File: config.mk
export PLATFORM = sky130hd
export DESIGN_NAME = flash_guard
export DESIGN_NICKNAME = d
export VERILOG_FILES = /design/src/rtl/flash_guard_pkg.sv /design/src/rtl/fg_div_check.sv /design/src/rtl/fg_tick_gen.sv /design/src/rtl/fg_erase_seq.sv /design/src/rtl/flash_guard.sv
export SDC_FILE = /design/constraint.sdc
export NUM_CORES = 1
export LEC_CHECK = 0
export CAP_MARGIN = 30
export CORE_AREA = 2 2 185 96
export CTS_BUF_LIST = sky130_fd_sc_hd__clkbuf_16
export CTS_CLUSTER_SIZE = 40
export DETAILED_ROUTE_END_ITERATION = 8
export DIE_AREA = 0 0 187 98
export DONT_BUFFER_PORTS = 1
export GPL_TIMING_DRIVEN = 0
export SYNTH_ARGS = -nofsm -noshare
export SYNTH_HDL_FRONTEND = slang
export SYNTH_SLANG_ARGS = --single-unit
File: constraint.sdc
create_clock -name clk -period 8.5 [get_ports clk]
set_input_delay 0.85 -clock clk [delete_from_list [all_inputs] [get_ports clk]]
set_output_delay 0.85 -clock clk [all_outputs]
set_load 0.05 [all_outputs]
File: src/rtl/flash_guard_pkg.sv
package flash_guard_pkg;

   typedef enum logic [1:0] {
      SEQ_IDLE  = 2'd0,
      SEQ_ERASE = 2'd1,
      SEQ_WAIT  = 2'd2,
      SEQ_CLEAR = 2'd3
   } seq_state_t;

   typedef struct packed {
      logic       pre8;
      logic [5:0] div;
   } clkdiv_t;

   localparam int unsigned CLKDIV_W = $bits(clkdiv_t);

endpackage

File: src/rtl/fg_div_check.sv
module fg_div_check
   import flash_guard_pkg::*;
#(
   parameter int unsigned CLK_HZ      = 8_000_000,
   parameter int unsigned FMIN_HZ     = 150_000,
   parameter int unsigned FMAX_HZ     = 200_000,
   parameter int unsigned PRE_LOG2    = 3,
   parameter bit          RANGE_CHECK = 1'b1,
   localparam int unsigned PER_W      = 7 + PRE_LOG2
) (
   input  clkdiv_t           cfg,
   output logic [PER_W-1:0]  period,
   output logic              out_of_range
);

   logic [PER_W-1:0] base;

   always_comb begin
      base   = PER_W'(cfg.div) + PER_W'(1);
      period = cfg.pre8 ? (base << PRE_LOG2) : base;
   end

   generate
      if (RANGE_CHECK) begin : g_check
         logic [63:0] p64;
         logic        too_fast;
         logic        too_slow;
         always_comb begin
            p64          = 64'(period);
            too_fast     = (p64 * 64'(FMAX_HZ)) < 64'(CLK_HZ);
            too_slow     = (p64 * 64'(FMIN_HZ)) > 64'(CLK_HZ);
            out_of_range = too_fast | too_slow;
         end
      end else begin : g_nocheck
         assign out_of_range = 1'b0;
      end
   endgenerate

endmodule

File: src/rtl/fg_tick_gen.sv
module fg_tick_gen #(
   parameter int unsigned PER_W = 10
) (
   input  logic             clk,
   input  logic             rst_n,
   input  logic             en,
   input  logic [PER_W-1:0] period,
   output logic             tick
);

   logic [PER_W-1:0] cnt_q;

   assign tick = en && (cnt_q == (period - PER_W'(1)));

   always_ff @(posedge clk) begin
      if (!rst_n || !en) begin
         cnt_q <= '0;
      end else if (tick) begin
         cnt_q <= '0;
      end else begin
         cnt_q <= cnt_q + PER_W'(1);
      end
   end

endmodule

File: src/rtl/fg_erase_seq.sv
module fg_erase_seq
   import flash_guard_pkg::*;
#(
   parameter int unsigned ERASE_TICKS = 4,
   localparam int unsigned TW = (ERASE_TICKS > 1) ? $clog2(ERASE_TICKS) : 1
) (
   input  logic clk,
   input  logic rst_n,
   input  logic start,
   input  logic tick,
   input  logic done,
   output logic erase,
   output logic busy,
   output logic idle,
   output logic clear
);

   seq_state_t    state_q;
   logic [TW-1:0] ticks_q;

   assign erase = (state_q == SEQ_ERASE);
   assign busy  = (state_q != SEQ_IDLE);
   assign idle  = (state_q == SEQ_IDLE);
   assign clear = (state_q == SEQ_CLEAR);

   always_ff @(posedge clk) begin
      if (!rst_n) begin
         state_q <= SEQ_IDLE;
         ticks_q <= '0;
      end else begin
         unique case (state_q)
            SEQ_IDLE: begin
               ticks_q <= '0;
               if (start) state_q <= SEQ_ERASE;
            end
            SEQ_ERASE: begin
               if (tick) begin
                  if (ticks_q == TW'(ERASE_TICKS - 1)) begin
                     ticks_q <= '0;
                     state_q <= SEQ_WAIT;
                  end else begin
                     ticks_q <= ticks_q + TW'(1);
                  end
               end
            end
            SEQ_WAIT: begin
               if (done) state_q <= SEQ_CLEAR;
            end
            default: state_q <= SEQ_IDLE;
         endcase
      end
   end

endmodule

File: src/rtl/flash_guard.sv
module flash_guard
   import flash_guard_pkg::*;
#(
   parameter int unsigned CLK_HZ      = 8_000_000,
   parameter int unsigned FMIN_HZ     = 150_000,
   parameter int unsigned FMAX_HZ     = 200_000,
   parameter int unsigned PRE_LOG2    = 3,
   parameter int unsigned ERASE_TICKS = 4,
   parameter bit          RANGE_CHECK = 1'b1,
   parameter logic [7:0]  OPEN_CODE   = 8'h5A,
   parameter logic [3:0]  RECOV_OP    = 4'hB,
   localparam int unsigned PER_W      = 7 + PRE_LOG2
) (
   input  logic       clk,
   input  logic       rst_n,
   input  logic [7:0] sec_byte_i,
   input  logic       boot_ext_i,
   input  logic [3:0] dbg_instr_i,
   input  logic       dbg_dr_load_i,
   input  logic [6:0] dbg_dr_data_i,
   input  logic       dbg_go_i,
   input  logic       erase_done_i,
   output logic       secure_o,
   output logic       dbg_read_block_o,
   output logic       boot_ext_o,
   output logic       div_err_o,
   output logic       erase_o,
   output logic       busy_o
);

   generate
      if (ERASE_TICKS < 1) begin : g_bad_ticks
         $error("ERASE_TICKS must be at least 1");
      end
      if (FMIN_HZ > FMAX_HZ) begin : g_bad_range
         $error("FMIN_HZ must not exceed FMAX_HZ");
      end
      if (PRE_LOG2 > 8) begin : g_bad_pre
         $error("PRE_LOG2 too large");
      end
   endgenerate

   logic             secure_q;
   logic             boot_q;
   logic             loaded_q;
   clkdiv_t          cfg_q;
   logic [PER_W-1:0] period;
   logic             range_err;
   logic             tick;
   logic             seq_idle;
   logic             seq_erase;
   logic             seq_clear;
   logic             op_sel;
   logic             start_ok;
   logic             load_ok;

   assign op_sel   = (dbg_instr_i == RECOV_OP);
   assign start_ok = seq_idle && op_sel && dbg_go_i && loaded_q && !range_err;
   assign load_ok  = seq_idle && op_sel && dbg_dr_load_i && !start_ok;

   always_ff @(posedge clk) begin
      if (!rst_n) begin
         secure_q <= (sec_byte_i != OPEN_CODE);
         boot_q   <= boot_ext_i && (sec_byte_i == OPEN_CODE);
         loaded_q <= 1'b0;
         cfg_q    <= '0;
      end else begin
         if (seq_clear) secure_q <= 1'b0;
         if (load_ok) begin
            loaded_q <= 1'b1;
            cfg_q    <= clkdiv_t'(dbg_dr_data_i);
         end
      end
   end

   fg_div_check #(
      .CLK_HZ      (CLK_HZ),
      .FMIN_HZ     (FMIN_HZ),
      .FMAX_HZ     (FMAX_HZ),
      .PRE_LOG2    (PRE_LOG2),
      .RANGE_CHECK (RANGE_CHECK)
   ) i_div_check (
      .cfg          (cfg_q),
      .period       (period),
      .out_of_range (range_err)
   );

   fg_tick_gen #(
      .PER_W (PER_W)
   ) i_tick_gen (
      .clk    (clk),
      .rst_n  (rst_n),
      .en     (seq_erase),
      .period (period),
      .tick   (tick)
   );

   fg_erase_seq #(
      .ERASE_TICKS (ERASE_TICKS)
   ) i_erase_seq (
      .clk   (clk),
      .rst_n (rst_n),
      .start (start_ok),
      .tick  (tick),
      .done  (erase_done_i),
      .erase (seq_erase),
      .busy  (busy_o),
      .idle  (seq_idle),
      .clear (seq_clear)
   );

   assign secure_o         = secure_q;
   assign dbg_read_block_o = secure_q;
   assign boot_ext_o       = boot_q;
   assign div_err_o        = loaded_q && range_err;
   assign erase_o          = seq_erase;

endmodule

; ---- Yosys cells after proc, flatten, opt, wreduce, memory -nomap -nowiden
; Cells that the tools add are included.
[op_classes]
reduce_logical = 20
mux = 11
bitwise = 1
multipliers = 2
n_lt_le_gt_ge = 2
n_addsub = 4
n_eq_ne = 13
[op_table]
columns = operator, n
row1 = "28-bit by 23-bit > comparator with 1-bit output, second input constant", 1
row2 = "28-bit by 23-bit < comparator with 1-bit output, second input constant", 1
row3 = "10-bit by 14-bit multiplier with 24-bit output, second input constant", 1
row4 = "10-bit by 12-bit multiplier with 22-bit output, second input constant", 1
row5 = 2-bit two-way mux, 6
row6 = "10-bit by 1-bit adder with 10-bit output, second input constant", 1
row7 = 10-bit == test, 1
row8 = 10-bit two-way mux, 1
row9 = "10-bit by 1-bit subtractor with 10-bit output, second input constant", 1
row10 = 1-bit logical AND, 9
row11 = "8-bit by 7-bit == test with 1-bit output, second input constant", 1
row12 = "2-bit by 1-bit inequality test with 1-bit output, second input constant", 4
row13 = "8-bit by 7-bit inequality test with 1-bit output, second input constant", 1
row14 = "6-bit by 1-bit adder with 7-bit output, second input constant", 1
row15 = "2-bit == test, second input constant", 3
row16 = 2-bit case mux with 3 select lines, 1
row17 = "4-bit == test, second input constant", 1
row18 = 1-bit zero test, 4
row19 = 2-bit case mux with 2 select lines, 1
row20 = 4-bit AND reduction, 1
row21 = 2-bit nonzero test, 2
row22 = "2-bit by 1-bit adder with 2-bit output, second input constant", 1
row23 = "2-bit by 1-bit == test with 1-bit output, second input constant", 1
row24 = 2-bit zero test, 1
row25 = other kinds (6), 7
[totals]
output_inout_bits = 6
reg_bits = 24
inputBits = 25
wordCells = 61

; ---- Logic depth before layout (Yosys ltp)
[depth]
ltp_word = 9
mapped_depth = 27
depth_no_buf = 26

; ---- Hierarchy
; A second synthesis with hierarchy kept.
[hier_totals]
cells_unflattened = 736
hier_area_um2 = 6403.6
[by_module_without_submodules]
columns = module, area_per_inst_um2, cells_per_inst, seq_area_each_um2, instances
row1 = fg_div_check, 4862.2, 563, 0.0, 1
row2 = fg_tick_gen, 775.7, 92, 200.2, 1
row3 = flash_guard, 491.7, 51, 220.2, 1
row4 = fg_erase_seq, 274.0, 30, 80.1, 1

; ---- Worst setup path after synthesis
; OpenSTA, ideal clock, no wires.
[synth_timing]
path_type = reg-to-output
from = register cfg_q[0] in the netlist's numbering
to = output div_err_o
arrival_time_ps = 6589
path_slack_ps = 1061
n_path_buf = 0
t_required_ps = 7650
path_stages_with_launch = 22
cell_sequence = dfxtp_1 -> nand2_1 -> o21a_1 -> o31ai_1 -> inv_1 -> ha_1 -> inv_1 -> fa_1 -> inv_1 -> fa_1 -> fa_1 -> fa_1 -> ha_1 -> nand4_1 -> nor2_1 -> nand4_1 -> a2111oi_0 -> nor3_1 -> xnor2_1 -> or4_1 -> nor3_2 -> and2b_2
[synth_via]
elab_chain_len = 6
word_cells_on_any_way = 8
classes_between = 1 x add/sub / 2 x mul / 2 x order compare / 1 x mux / 1 x bitwise / 1 x reduce/logical
[synth_rtl]
columns = element, line_no
row1 = "start, declared", flash_guard.sv:46  ; clkdiv_t cfg_q;
row2 = "start signal, assigned", flash_guard.sv:71  ; cfg_q <= clkdiv_t'(dbg_dr_data_i);
row3 = 6-bit by 1-bit adder with 7-bit output (*), fg_div_check.sv:19  ; base = PER_W'(cfg.div) + PER_W'(1);
row4 = 10-bit two-way mux (*), fg_div_check.sv:20  ; period = cfg.pre8 ? (base << PRE_LOG2) : base;
row5 = 10-bit by 14-bit multiplier with 24-bit output / 10-bit by 12-bit multiplier with 22-bit output (equally long branches), "fg_div_check.sv:31, fg_div_check.sv:30"
row6 = 28-bit by 23-bit > comparator with 1-bit output / 28-bit by 23-bit < comparator with 1-bit output (equally long branches), "fg_div_check.sv:31, fg_div_check.sv:30"
row7 = 1-bit bitwise OR (*), fg_div_check.sv:32  ; out_of_range = too_fast | too_slow;
row8 = 1-bit logical AND (*), flash_guard.sv:115  ; assign div_err_o = loaded_q && range_err;
row9 = "end, declared", flash_guard.sv:26  ; output logic div_err_o,
; Every way passes the cells marked *; elsewhere a longest branch is shown, timed or not.

; ---- Worst setup path in the final report
; Ends and elaborated chain as after synthesis.

==> results.json <==
{
  "status": "finished, final reports clean",
  "ys_ff_latch": 24,
  "grt_start_max_net_pins": 15,
  "ys_types": 75,
  "vias": 5429,
  "fill_cells": 1739,
  "grt_pass1_wl_um": 25900,
  "stdcell_area_um2": 7127,
  "cts_root_buffer": "clkbuf_16",
  "grt_pass1_vias": 4773,
  "synth_edf_count": 2,
  "wire_per_inst_um": 15.63,
  "cts_buffers": 3,
  "synth_nets": 1003,
  "period_share_pct": 95.11,
  "cp_max_fo": 10,
  "drtIter0Drc": 332,
  "yosysWarnings": 0,
  "required_ns": 7.65,
  "hold_path.class": "reg -> reg",
  "viasPerCell": 5.323,
  "maxSlewViolCount": 0,
  "crit_slowest_cell": "fa_1",
  "die_area_um2": 18330,
  "drc_errors": 0,
  "dr.pass1.iters": 5,
  "cts_max_level": 1,
  "clk_pin_slew_ns": 0.06,
  "max_slew_margin_pct": 40.21,
  "cts.sinks": 24,
  "ant_nets": 0,
  "powerDensity_nw_per_um2": 68.46,
  "period_minus_slack_ns": 8.084,
  "syn_inst": 773,
  "gp_congestion": 0.8865,
  "worst_setup_path_end_kind": "output pin",
  "die_y_um": 98,
  "finalSetupTns_ns": 0,
  "antenna_found_initial": 0,
  "start_util_pct": 38.95,
  "cpPeakStageDelay_ns": 0.52,
  "cp_top_family": "adder cells",
  "grt_usage_pct": 17.29,
  "cts_buffer_depth": 2,
  "grt_remaining_overflow": 0,
  "drive_gt1_share_pct": 5.980,
  "synth_top_cell_area_share_pct": 30.63,
  "port_buffers": 0,
  "placementRows": 34,
  "avgSynthCellArea_um2": 8.509,
  "place_hpwl_um": 13700,
  "setup_viol": 0,
  "synth_area_um2": 6578,
  "critPathBufInv": 4,
  "ys_seq_area_share_pct": 7.609,
  "cts_tree": "done",
  "cap_violations": 0,
  "routed_wirelength_um": 15940,
  "yosysTopAreaCell": "ha_1",
  "die_w_um": 187,
  "skew_ns": 0.005952,
  "critPathLaunchType": "register",
  "rsz0062_at_grt": "no",
  "layout.nets": 1017,
  "worst_slew_pin_slew_ns": 0.8959,
  "p_leak_nw": 3.754,
  "core_region_area_um2": 16890,
  "placed_area_um2": 6873,
  "hold_buffers": 0,
  "timing.fmax_ghz": 0.1237,
  "io_pins": 31,
  "yosys-top-cells-area": "ha_1 (31%), fa_1 (13%), dfxtp_1 (6.7%)",
  "area_delta_synth_final_pct": 8.351,
  "vdd_drop_max_uv": 76.43,
  "async_flop_share_pct": 0,
  "crit_type": "reg -> out",
  "yosys_most_used_dff": "dfxtp_1",
  "crit_arrival_ns": 7.23,
  "path_cells": "ha_1 > nand3_1 > xnor2_1 > mux2_2 > inv_1 > fa_1 > inv_1 > ha_1 > inv_1 > fa_1 > inv_1 > fa_1 > ha_1 > ha_1 > a21oi_1 > o211ai_1 > a31oi_1 > o211ai_1 > a2111oi_0 > nand4_1 > a211oi_4 > nor3_2 > and2b_2",
  "antenna_cells": 0,
  "insertion_delay_ns": 0.26,
  "finalHoldViolCount": 0
}
## final timing paths
path,startpoint,to,slack [ns],cells past startpoint
max reg2reg,cfg_q[0],cfg_q[1],1.23,24
min reg2reg,i_tick_gen.cnt_q[0],i_tick_gen.cnt_q[0],0.50,1
max,cfg_q[0],div_err_o,0.42,23
min,i_tick_gen.cnt_q[0],i_tick_gen.cnt_q[0],0.50,1
## stage by stage
stage	utilization, %	power, W	hold slack (ns)	instances	worst slack (ns)
floorplan	-	0.0003032	0.4478	773	1.061
global placement	40.68	0.0003472	0.4693	1007	-0.2505
detailed placement	40.69	0.0003487	0.4836	1007	-0.3315
CTS	41.62	0.0004875	0.4952	1011	0.02617
global route	42.20	0.0005225	0.5181	1020	0.03382
finish	42.20	0.0004879	0.4975	1020	0.4155
## synth_stat cells (all sizes together) (5+ instances only)
cell,number
and2,6
nand2b,14
ha,161
nor3,17
nand3,20
nor2,39
nand2,56
clkbuf,8
o21a,9
a21boi,5
nand4,10
inv,110
o211ai,6
nor2b,7
xor2,21
fa,44
o21ai,33
a31oi,6
a21o,9
dfxtp,22
a211oi,7
o221ai,5
and3,8
mux2i,12
xnor2,27
a21oi,35
## flip-flops by register name, indices dropped and copies added, names as in the netlist
register / cells
boot_ext_o: 1
i_tick_gen.cnt_q: 10
i_erase_seq.ticks_q: 2
cfg_q: 7
loaded_q: 1
dbg_read_block_o: 1
i_erase_seq.state_q: 2
## where the power goes
part / internal [W] / leakage (nW) / switching [W]
Combinational: 0.0000801 / 3.51 / 0.000145
Sequential: 0.000119 / 0.197 / 0.00000804
Clock: 0.0000937 / 0.0511 / 0.0000418
Total: 0.000293 / 3.75 / 0.000195
## cell usage in the layout, fill, tap and decap left out, types with 4 or more instances in the layout
master     count
mux2i_1       12
ha_1         161
o221ai_1       5
o21a_1         9
o21ai_0       27
nor2_1        36
inv_1        106
a211oi_1       5
a21boi_0       5
a31oi_1        5
nand3_1       19
xor2_1        21
a21oi_1       34
and3_1         8
fa_1          44
buf_4         10
o21ai_1        5
nor3b_1        4
nor3_1        15
xnor2_1       26
nand2b_1      14
dfxtp_1       21
nor2b_1        7
nand4_1       10
o211ai_1       6
a21o_1         9
o2111ai_1      4
clkbuf_1       7
and2_1         6
or3_1          4
nand2_1       56
## timing repair
item                       in CTS  in global routing
setup buffers                   0                  9
resized for setup              10                 10
setup endpoints to repair       1                  1
pin swaps                       0                  1
## logic make-up after synthesis
kind of cell,Yosys count,share of synthesized area (%)
fa+ha+maj,205,44.02
simple gates,203,15.79
compound gates,157,16.95
buf+inv,122,7.076
xor+xnor,48,6.392
flops,24,7.609
mux,14,2.169
## layout make-up
| type | count | area, um2 | area share [%] |
|---|---|---|---|
| Inverter | 110 | 420.4 | 5.899 |
| Clock inverter | 1 | 30.03 | 0.4213 |
| Clock buffer | 3 | 75.07 | 1.053 |
| Multi-Input combinational cell | 627 | 5685 | 79.78 |
| Sequential cell | 24 | 501.7 | 7.040 |
| Tap cell | 234 | 292.8 | 4.108 |
| Buffer | 12 | 53.80 | 0.7549 |
| Timing Repair Buffer | 9 | 67.56 | 0.9480 |
## metal layers
metal	GRT usage (%)	routed length (um)	part of all wire (%)
met2	20.19	5194	33
met3	3.379	1001	6.3
met1	30.96	9713	61
met4	0.9158	29	0.18
met5	0	0	0
## worst register-to-register path, cell delays in order (launching register included)
cell       delay, ns
dfxtp_2         0.45
ha_1            0.27
nand3_1         0.11
xnor2_1         0.23
mux2_2          0.42
inv_1           0.17
fa_1            0.50
inv_1           0.10
ha_1            0.29
inv_1           0.05
fa_1            0.52
inv_1           0.06
fa_1            0.49
ha_1            0.33
ha_1            0.39
a21oi_1         0.35
o211ai_1        0.24
a31oi_1         0.27
o211ai_1        0.15
a2111oi_0       0.42
nand4_1         0.21
a211oi_4        0.41
nor3_2          0.13
a31oi_4         0.39
mux2i_1         0.24
No activity file was read; power rests on OpenSTA's default activity.
